File: src/rtl/lcd_pkg.sv
package lcd_pkg;
  localparam int LCD_AW   = 16;
  localparam int LCD_BW   = 8;
  localparam int LCD_PANW = 3;
  localparam int LCD_ACW  = 5;
  localparam int LCD_NPIN = 8;
  localparam int LCD_DATW = 4;

  localparam logic [3:0] RA_START_LO = 4'd0;
  localparam logic [3:0] RA_START_HI = 4'd1;
  localparam logic [3:0] RA_PAGEW    = 4'd2;
  localparam logic [3:0] RA_XLAST    = 4'd3;
  localparam logic [3:0] RA_YLAST    = 4'd4;
  localparam logic [3:0] RA_SKIP     = 4'd5;
  localparam logic [3:0] RA_CTRL     = 4'd6;
  localparam logic [3:0] RA_MODE     = 4'd7;
  localparam logic [3:0] RA_ACPER    = 4'd8;
  localparam logic [3:0] RA_PORT     = 4'd9;

  localparam int CTRL_PWR_BIT  = 7;
  localparam int CTRL_INV_BIT  = 0;
  localparam int MODE_WIDE_BIT = 4;

  localparam int PIN_SCLK  = 0;
  localparam int PIN_LINE  = 1;
  localparam int PIN_FRAME = 2;
  localparam int PIN_POL   = 3;
  localparam int PIN_DAT0  = 4;

  typedef enum logic [2:0] {
    ST_IDLE, ST_PRE0, ST_PRE1, ST_PRE2, ST_BEAT_HI, ST_BEAT_LO, ST_LINE_A, ST_LINE_B
  } scan_st_t;

  typedef struct packed {
    logic [LCD_AW-1:0]   start;
    logic [LCD_BW-1:0]   pagew;
    logic [LCD_BW-1:0]   xlast;
    logic [LCD_BW-1:0]   ylast;
    logic [LCD_PANW-1:0] skip;
    logic                pwr;
    logic                inv;
    logic                wide;
    logic [LCD_ACW-1:0]  acper;
    logic [LCD_BW-1:0]   port;
  } lcd_cfg_t;
endpackage

File: src/rtl/lcd_regs.sv
module lcd_regs
  import lcd_pkg::*;
(
  input  logic              clk,
  input  logic              rst,
  input  logic              we,
  input  logic [3:0]        addr,
  input  logic [LCD_BW-1:0] wdata,
  output lcd_cfg_t          cfg
);
  always_ff @(posedge clk) begin
    if (rst) begin
      cfg      <= '0;
      cfg.port <= '1;
    end else if (we) begin
      case (addr)
        RA_START_LO: cfg.start[LCD_BW-1:0]      <= wdata;
        RA_START_HI: cfg.start[LCD_AW-1:LCD_BW] <= wdata;
        RA_PAGEW:    cfg.pagew <= wdata;
        RA_XLAST:    cfg.xlast <= wdata;
        RA_YLAST:    cfg.ylast <= wdata;
        RA_SKIP:     cfg.skip  <= wdata[LCD_PANW-1:0];
        RA_CTRL: begin
          cfg.pwr <= wdata[CTRL_PWR_BIT];
          cfg.inv <= wdata[CTRL_INV_BIT];
        end
        RA_MODE:     cfg.wide  <= wdata[MODE_WIDE_BIT];
        RA_ACPER:    cfg.acper <= wdata[LCD_ACW-1:0];
        RA_PORT:     cfg.port  <= wdata;
        default: ;
      endcase
    end
  end
endmodule

File: src/rtl/lcd_scan.sv
module lcd_scan
  import lcd_pkg::*;
#(
  parameter int AW  = LCD_AW,
  parameter int ACW = LCD_ACW
) (
  input  logic          clk,
  input  logic          rst,
  input  lcd_cfg_t      cfg,
  input  logic          byte_used,
  output scan_st_t      st,
  output logic [AW-1:0] mem_addr,
  output logic          frame_mk,
  output logic          pol
);
  logic [LCD_BW-1:0]  beat_cnt, line_cnt, beat_last;
  logic [AW-1:0]      line_base, next_base;
  logic [ACW-1:0]     pol_cnt;
  logic               last_line;

  assign beat_last = cfg.wide ? {2'b00, cfg.xlast[LCD_BW-1:2]} : cfg.xlast;
  assign last_line = (line_cnt == cfg.ylast);
  assign next_base = last_line ? cfg.start : line_base + AW'(cfg.pagew);

  always_ff @(posedge clk) begin
    if (rst || !cfg.pwr) begin
      st        <= ST_IDLE;
      beat_cnt  <= '0;
      line_cnt  <= '0;
      line_base <= '0;
      mem_addr  <= '0;
      frame_mk  <= 1'b0;
      pol       <= 1'b0;
      pol_cnt   <= '0;
    end else begin
      case (st)
        ST_IDLE: begin
          st        <= ST_PRE0;
          line_base <= cfg.start;
          mem_addr  <= cfg.start;
          line_cnt  <= '0;
        end
        ST_PRE0: begin
          st       <= ST_PRE1;
          mem_addr <= mem_addr + 1'b1;
        end
        ST_PRE1: begin
          st       <= ST_PRE2;
          mem_addr <= mem_addr + 1'b1;
        end
        ST_PRE2: begin
          st       <= ST_BEAT_HI;
          beat_cnt <= '0;
        end
        ST_BEAT_HI: st <= ST_BEAT_LO;
        ST_BEAT_LO: begin
          if (byte_used) mem_addr <= mem_addr + 1'b1;
          if (beat_cnt == beat_last) begin
            st <= ST_LINE_A;
          end else begin
            st       <= ST_BEAT_HI;
            beat_cnt <= beat_cnt + 1'b1;
          end
        end
        ST_LINE_A: st <= ST_LINE_B;
        default: begin
          st        <= ST_PRE0;
          frame_mk  <= last_line;
          line_cnt  <= last_line ? '0 : line_cnt + 1'b1;
          line_base <= next_base;
          mem_addr  <= next_base;
          if (cfg.acper == '0) begin
            if (last_line) pol <= ~pol;
          end else if (pol_cnt + 1'b1 == cfg.acper) begin
            pol     <= ~pol;
            pol_cnt <= '0;
          end else begin
            pol_cnt <= pol_cnt + 1'b1;
          end
        end
      endcase
    end
  end
endmodule

File: src/rtl/lcd_serial.sv
module lcd_serial
  import lcd_pkg::*;
#(
  parameter int PANW = LCD_PANW,
  parameter int BW   = LCD_BW,
  parameter int DATW = LCD_DATW
) (
  input  logic            clk,
  input  logic            rst,
  input  scan_st_t        st,
  input  logic            wide,
  input  logic [PANW-1:0] skip,
  input  logic [BW-1:0]   rdata,
  output logic [DATW-1:0] data,
  output logic            byte_used
);
  localparam int SUMW = PANW + 1;
  localparam int WINW = 2 * BW;

  logic [BW-1:0]   cur, nxt;
  logic [PANW-1:0] ptr;
  logic [SUMW-1:0] sum;
  logic [WINW-1:0] win;

  assign sum       = {1'b0, ptr} + (wide ? SUMW'(DATW) : SUMW'(1));
  assign byte_used = (st == ST_BEAT_LO) && sum[PANW];
  assign win       = {cur, nxt} << ptr;
  assign data      = wide ? win[WINW-1 -: DATW] : {{(DATW-1){1'b0}}, win[WINW-1]};

  always_ff @(posedge clk) begin
    if (rst) begin
      cur <= '0;
      nxt <= '0;
      ptr <= '0;
    end else begin
      case (st)
        ST_PRE1: cur <= rdata;
        ST_PRE2: begin
          nxt <= rdata;
          ptr <= skip;
        end
        ST_BEAT_LO: begin
          ptr <= sum[PANW-1:0];
          if (sum[PANW]) begin
            cur <= nxt;
            nxt <= rdata;
          end
        end
        default: ;
      endcase
    end
  end
endmodule

File: src/rtl/lcd_pinmux.sv
module lcd_pinmux
  import lcd_pkg::*;
#(
  parameter int NPIN = LCD_NPIN,
  parameter int DATW = LCD_DATW
) (
  input  logic            clk,
  input  logic            rst,
  input  lcd_cfg_t        cfg,
  input  scan_st_t        st,
  input  logic [DATW-1:0] data,
  input  logic            frame_mk,
  input  logic            pol,
  output logic [NPIN-1:0] pins
);
  logic [DATW-1:0] flip, dat;
  logic [NPIN-1:0] view;
  logic            beat;

  always_comb begin
    beat = (st == ST_BEAT_HI) || (st == ST_BEAT_LO);
    flip = cfg.inv ? (cfg.wide ? '1 : DATW'(1)) : '0;
    dat  = beat ? (data ^ flip) : '0;
    view = '0;
    view[PIN_SCLK]  = (st == ST_BEAT_HI);
    view[PIN_LINE]  = (st == ST_LINE_A) || (st == ST_LINE_B);
    view[PIN_FRAME] = frame_mk;
    view[PIN_POL]   = pol;
    view[NPIN-1:PIN_DAT0] = cfg.wide ? dat : {cfg.port[NPIN-1:PIN_DAT0+1], dat[0]};
  end

  always_ff @(posedge clk) begin
    if (rst) pins <= '1;
    else     pins <= cfg.pwr ? view : cfg.port;
  end
endmodule

File: src/rtl/lcd_refresh.sv
module lcd_refresh
  import lcd_pkg::*;
(
  input  logic                clk,
  input  logic                rst,
  input  logic                reg_we,
  input  logic [3:0]          reg_addr,
  input  logic [LCD_BW-1:0]   reg_wdata,
  output logic [LCD_AW-1:0]   mem_addr,
  input  logic [LCD_BW-1:0]   mem_rdata,
  output logic [LCD_NPIN-1:0] lcd_pins
);
  lcd_cfg_t              cfg;
  scan_st_t              st;
  logic [LCD_DATW-1:0]   data;
  logic                  byte_used, frame_mk, pol, pwr_on;
  logic [LCD_BW-1:0]     port_lat;

  assign pwr_on   = cfg.pwr;
  assign port_lat = cfg.port;

  lcd_regs u_regs (
    .clk(clk), .rst(rst), .we(reg_we), .addr(reg_addr), .wdata(reg_wdata), .cfg(cfg)
  );

  lcd_scan u_scan (
    .clk(clk), .rst(rst), .cfg(cfg), .byte_used(byte_used), .st(st),
    .mem_addr(mem_addr), .frame_mk(frame_mk), .pol(pol)
  );

  lcd_serial u_serial (
    .clk(clk), .rst(rst), .st(st), .wide(cfg.wide), .skip(cfg.skip),
    .rdata(mem_rdata), .data(data), .byte_used(byte_used)
  );

  lcd_pinmux u_pins (
    .clk(clk), .rst(rst), .cfg(cfg), .st(st), .data(data),
    .frame_mk(frame_mk), .pol(pol), .pins(lcd_pins)
  );
endmodule

File: config.mk
export PLATFORM = sky130hd
export DESIGN_NAME = lcd_refresh
export DESIGN_NICKNAME = d
export VERILOG_FILES = /design/src/rtl/lcd_pkg.sv /design/src/rtl/lcd_regs.sv /design/src/rtl/lcd_scan.sv /design/src/rtl/lcd_serial.sv /design/src/rtl/lcd_pinmux.sv /design/src/rtl/lcd_refresh.sv
export SDC_FILE = /design/constraint.sdc
export NUM_CORES = 1
export LEC_CHECK = 0
export BUFFER_PORTS_ARGS = -buffer_cell sky130_fd_sc_hd__clkbuf_2
export CORE_MARGIN = 2
export CORE_UTILIZATION = 41
export DETAILED_ROUTE_END_ITERATION = 10
export SYNTH_ARGS = -nofsm -noshare
export SYNTH_HDL_FRONTEND = slang
export SYNTH_SLANG_ARGS = --single-unit
File: constraint.sdc
create_clock -name clk -period 2.5 [get_ports clk]
set_clock_uncertainty 0.15 [all_clocks]
set_input_delay 0.25 -clock clk [delete_from_list [all_inputs] [get_ports clk]]
set_output_delay 0.25 -clock clk [all_outputs]
set_load 0.005 [all_outputs]
==> flow_summary.yaml <==
cts:
  clk_latency_ps: 430
  cts_root_buf: "clkbuf_16"
  htree_levels: 4
  clock-sinks: 144
  path_clk_slew_ps: 60
  cts_tree: "done"
  cts_buffer_depth: 2
  numCtsBuffers: 17
timing:
  hold_viol_final: 0
  rsz0062_at_grt: "false"
  relSlewSlack_pct: 44.1
  fmax_ghz: 0.421
  fin_crit_sh_pct: 95.1
  fin_setup_tns_ps: 0
  drv_slew: 0
  setup_viol: 0
  tightest_slew_ps: 839
  layout_min_cycle_time_ps: 2380
synthesis:
  synthArstFlopShare_pct: 0
  synth_ff_type: "dfxtp_1"
  ys_warn_count: 0
  syn_inst: 861
  mappedNetlistNets: 900
  ys_ff_latch: 144
  ys_types: 74
  ys_seq_area_share_pct: 37.5
  syn_area_um2: 7680
  avgSynthCellArea_um2: 8.92
  synth_edf_count: 0
worst_hold_path:
  hold_class: "input pin to register"
  whs_endpoint: "u_regs.cfg[3]"
  whs_path_depth: 2
  min_from: "reg_wdata[3]"
routing:
  wl_per_cell_um: 17.6
  first_iter_violations: 641
  drtAntennaViolNets: 0
  firstDrtPassIters: 5
  vias: 6589
  drc_errors: 0
  vias_per_cell: 5.64
  finalWirelength_mm: 20.6
floorplanning:
  start_util_pct: 41.5
  ioPinCount: 47
  die-area_um2: 19800
  fp.dieH_um: 141
  coreArea_um2: 18500
  rows: 50
  fp.dieW_um: 141
global_route:
  overflow: 0
  grt_max_degree: 83
  grtUsageTotal_pct: 21.5
  grt_antenna_before_repair: 0
  grt_pass1_vias: 6304
  grt_pass1_wl_mm: 33.9
setup_path:
  r2r_slack_ps: 120
  cp.arrival_ps: 2540
  critPathMaxFanout: 3
  max_stage_delay_ps: 380
  r2r-end: "u_scan.mem_addr[4]"
  reg2reg_from: "u_regs.cfg[35]"
  crit_chain: "ha_1 -> fa_2 -> buf_4 -> a21o_1 -> a21oi_2 -> xnor2_1 -> mux2_2 -> a221oi_1 -> a21oi_1"
  crit_family: "compound AO/OA/AOI/OAI gates"
  required_ps: 2660
  cp_num_buf_inv: 1
  start_kind: "register"
  path_class: "register to register"
  reg2reg_depth: 9
  crit_slowest_cell: "fa_2"
  worstSetupEndpointType: "register"
pwr:
  ir_worst_vdd_uv: 504
  pwr_density_cell_nw_per_um2: 590
  total_leakage_power_nw: 3.61
cells_and_area:
  design_area_um2: 9080
  finalNetCount: 961
  drive_gt1_share_pct: 16.5
  syn_to_final_growth_pct: 18.2
  insertedDiodeCount: 0
outcome:
  status: "completed"
place:
  portBuffers: 46
  dpl-instance-area_um2: 8300
  hpwl_mm: 14.3
  gp_congestion: 0.842
job:
  maxCapViolations: 0
-- through the flow --
stage | setup WS (ps) | util (%) | total power [mW] | hold WS, ps | std cells
final | 122 | 49.0 | 5.36 | 75.9 | 1168
after global routing | 4.14 | 49.0 | 5.50 | 79.4 | 1168
after CTS | 57.8 | 48.8 | 5.39 | 65.0 | 1168
after detailed placement | 4.65 | 44.8 | 2.58 | 297 | 1128
after global placement | 63.4 | 44.8 | 2.58 | 304 | 1128
after floorplan | 172 | - | 2.50 | 218 | 861
-- worst max-delay path by stage --
stage | startpoint | end | cells after the start
5_1_grt | u_regs.cfg[35] | u_scan.line_base[8] | 9
3_5_place_dp | u_regs.cfg[35] | u_scan.mem_addr[10] | 8
6_report | u_regs.cfg[35] | u_scan.mem_addr[4] | 9
2_1_floorplan | u_regs.cfg[35] | u_scan.mem_addr[8] | 8
4_1_cts | u_regs.cfg[35] | u_scan.mem_addr[4] | 9
3_3_place_gp | u_regs.cfg[35] | u_scan.mem_addr[10] | 8
-- logic make-up after synthesis --
group | after synthesis | synth area share [%]
xor gates and xnor gates | 57 | 7.05
AOI/OAI and AO/OA | 194 | 17.9
adders and majority gates | 16 | 2.70
buffers and inverters | 64 | 3.50
DFF | 144 | 37.5
and+or+nand+nor | 294 | 18.6
muxes | 92 | 12.8
-- state kept, by name (all words and copies together), names as in the netlist, 8 cells and up --
name,cells
u_pins.pins,8
u_regs.cfg,59
u_scan.beat_cnt,8
u_scan.line_base,16
u_scan.line_cnt,8
u_scan.mem_addr,16
u_serial.cur,8
u_serial.nxt,8
-- layer usage --
| metal | up-vias | wire length (µm) | share of wire (%) | global-route usage, % |
|---|---|---|---|---|
| li1 | 3243 | - | - | - |
| met1 | 3151 | 10300 | 50 | 31.3 |
| met2 | 174 | 9110 | 44 | 32.8 |
| met3 | 21 | 887 | 4.3 | 3.40 |
| met4 | 0 | 276 | 1.3 | 6.53 |
| met5 | - | 0 | 0 | 0 |
-- layout make-up --
class | instances | area (µm²)
Inverter | 9 | 33.8
Tap cell | 234 | 293
Timing Repair Buffer | 97 | 648
Sequential cell | 144 | 2880
Fill cell | 1798 | 9440
Clock inverter | 11 | 186
Clock buffer | 20 | 457
Multi-Input combinational cell | 653 | 4580
-- Yosys cell counts (4+ instances only) --
master | instances | area share, %
dfxtp_1 | 144 | 38
nor2_1 | 105 | 5.1
mux2i_1 | 84 | 11
nand2_1 | 63 | 3.1
a21oi_1 | 42 | 2.7
clkbuf_1 | 39 | 1.9
o21ai_0 | 34 | 2.2
xnor2_1 | 28 | 3.2
nand3_1 | 26 | 1.7
xor2_1 | 26 | 3.0
ha_1 | 15 | 2.4
nor2b_1 | 15 | 1.2
a211o_1 | 14 | 1.6
a22oi_1 | 14 | 1.4
nor3_1 | 14 | 0.91
and3_1 | 13 | 1.1
buf_2 | 11 | 0.72
a221oi_1 | 9 | 1.0
inv_1 | 9 | 0.44
nand2b_1 | 9 | 0.73
a311oi_1 | 8 | 0.91
or3_1 | 8 | 0.65
a211oi_1 | 7 | 0.68
a21o_1 | 7 | 0.68
nand3b_1 | 7 | 0.68
o211ai_1 | 7 | 0.68
nand4_1 | 6 | 0.49
a31oi_1 | 5 | 0.41
and2_1 | 5 | 0.41
nor4_1 | 5 | 0.41
a31o_1 | 4 | 0.46
mux4_2 | 4 | 1.2
o21bai_1 | 4 | 0.39
-- cell usage in the layout (no fill, tap or decap), types with 8 or more instances in the layout --
master / instances
a221oi_1: 9
dfxtp_1: 144
nand2_1: 63
xor2_1: 25
a21oi_1: 40
or3_1: 8
nand2b_1: 9
clkbuf_16: 17
o21ai_0: 34
a311oi_1: 8
nor2_1: 104
clkbuf_2: 46
inv_1: 9
and3_1: 13
mux2i_1: 84
ha_1: 15
a211o_1: 14
dlygate4sd3_1: 9
nor2b_1: 15
buf_4: 41
xnor2_1: 28
a22oi_1: 14
nor3_1: 12
nand3_1: 26
-- report_power, final --
group	switching, mW	internal [mW]
clock network	1.01	1.81
registers	0.0139	2.31
logic	0.130	0.0834
-- timing repair --
item	CTS	global route
endpoints found under the hold margin	18	0
buffers inserted	0	0
pin swaps	0	2
resized for setup	1	8
hold buffers	9	0
setup endpoints to repair	1	11
No activity file was read; power rests on OpenSTA's default activity.
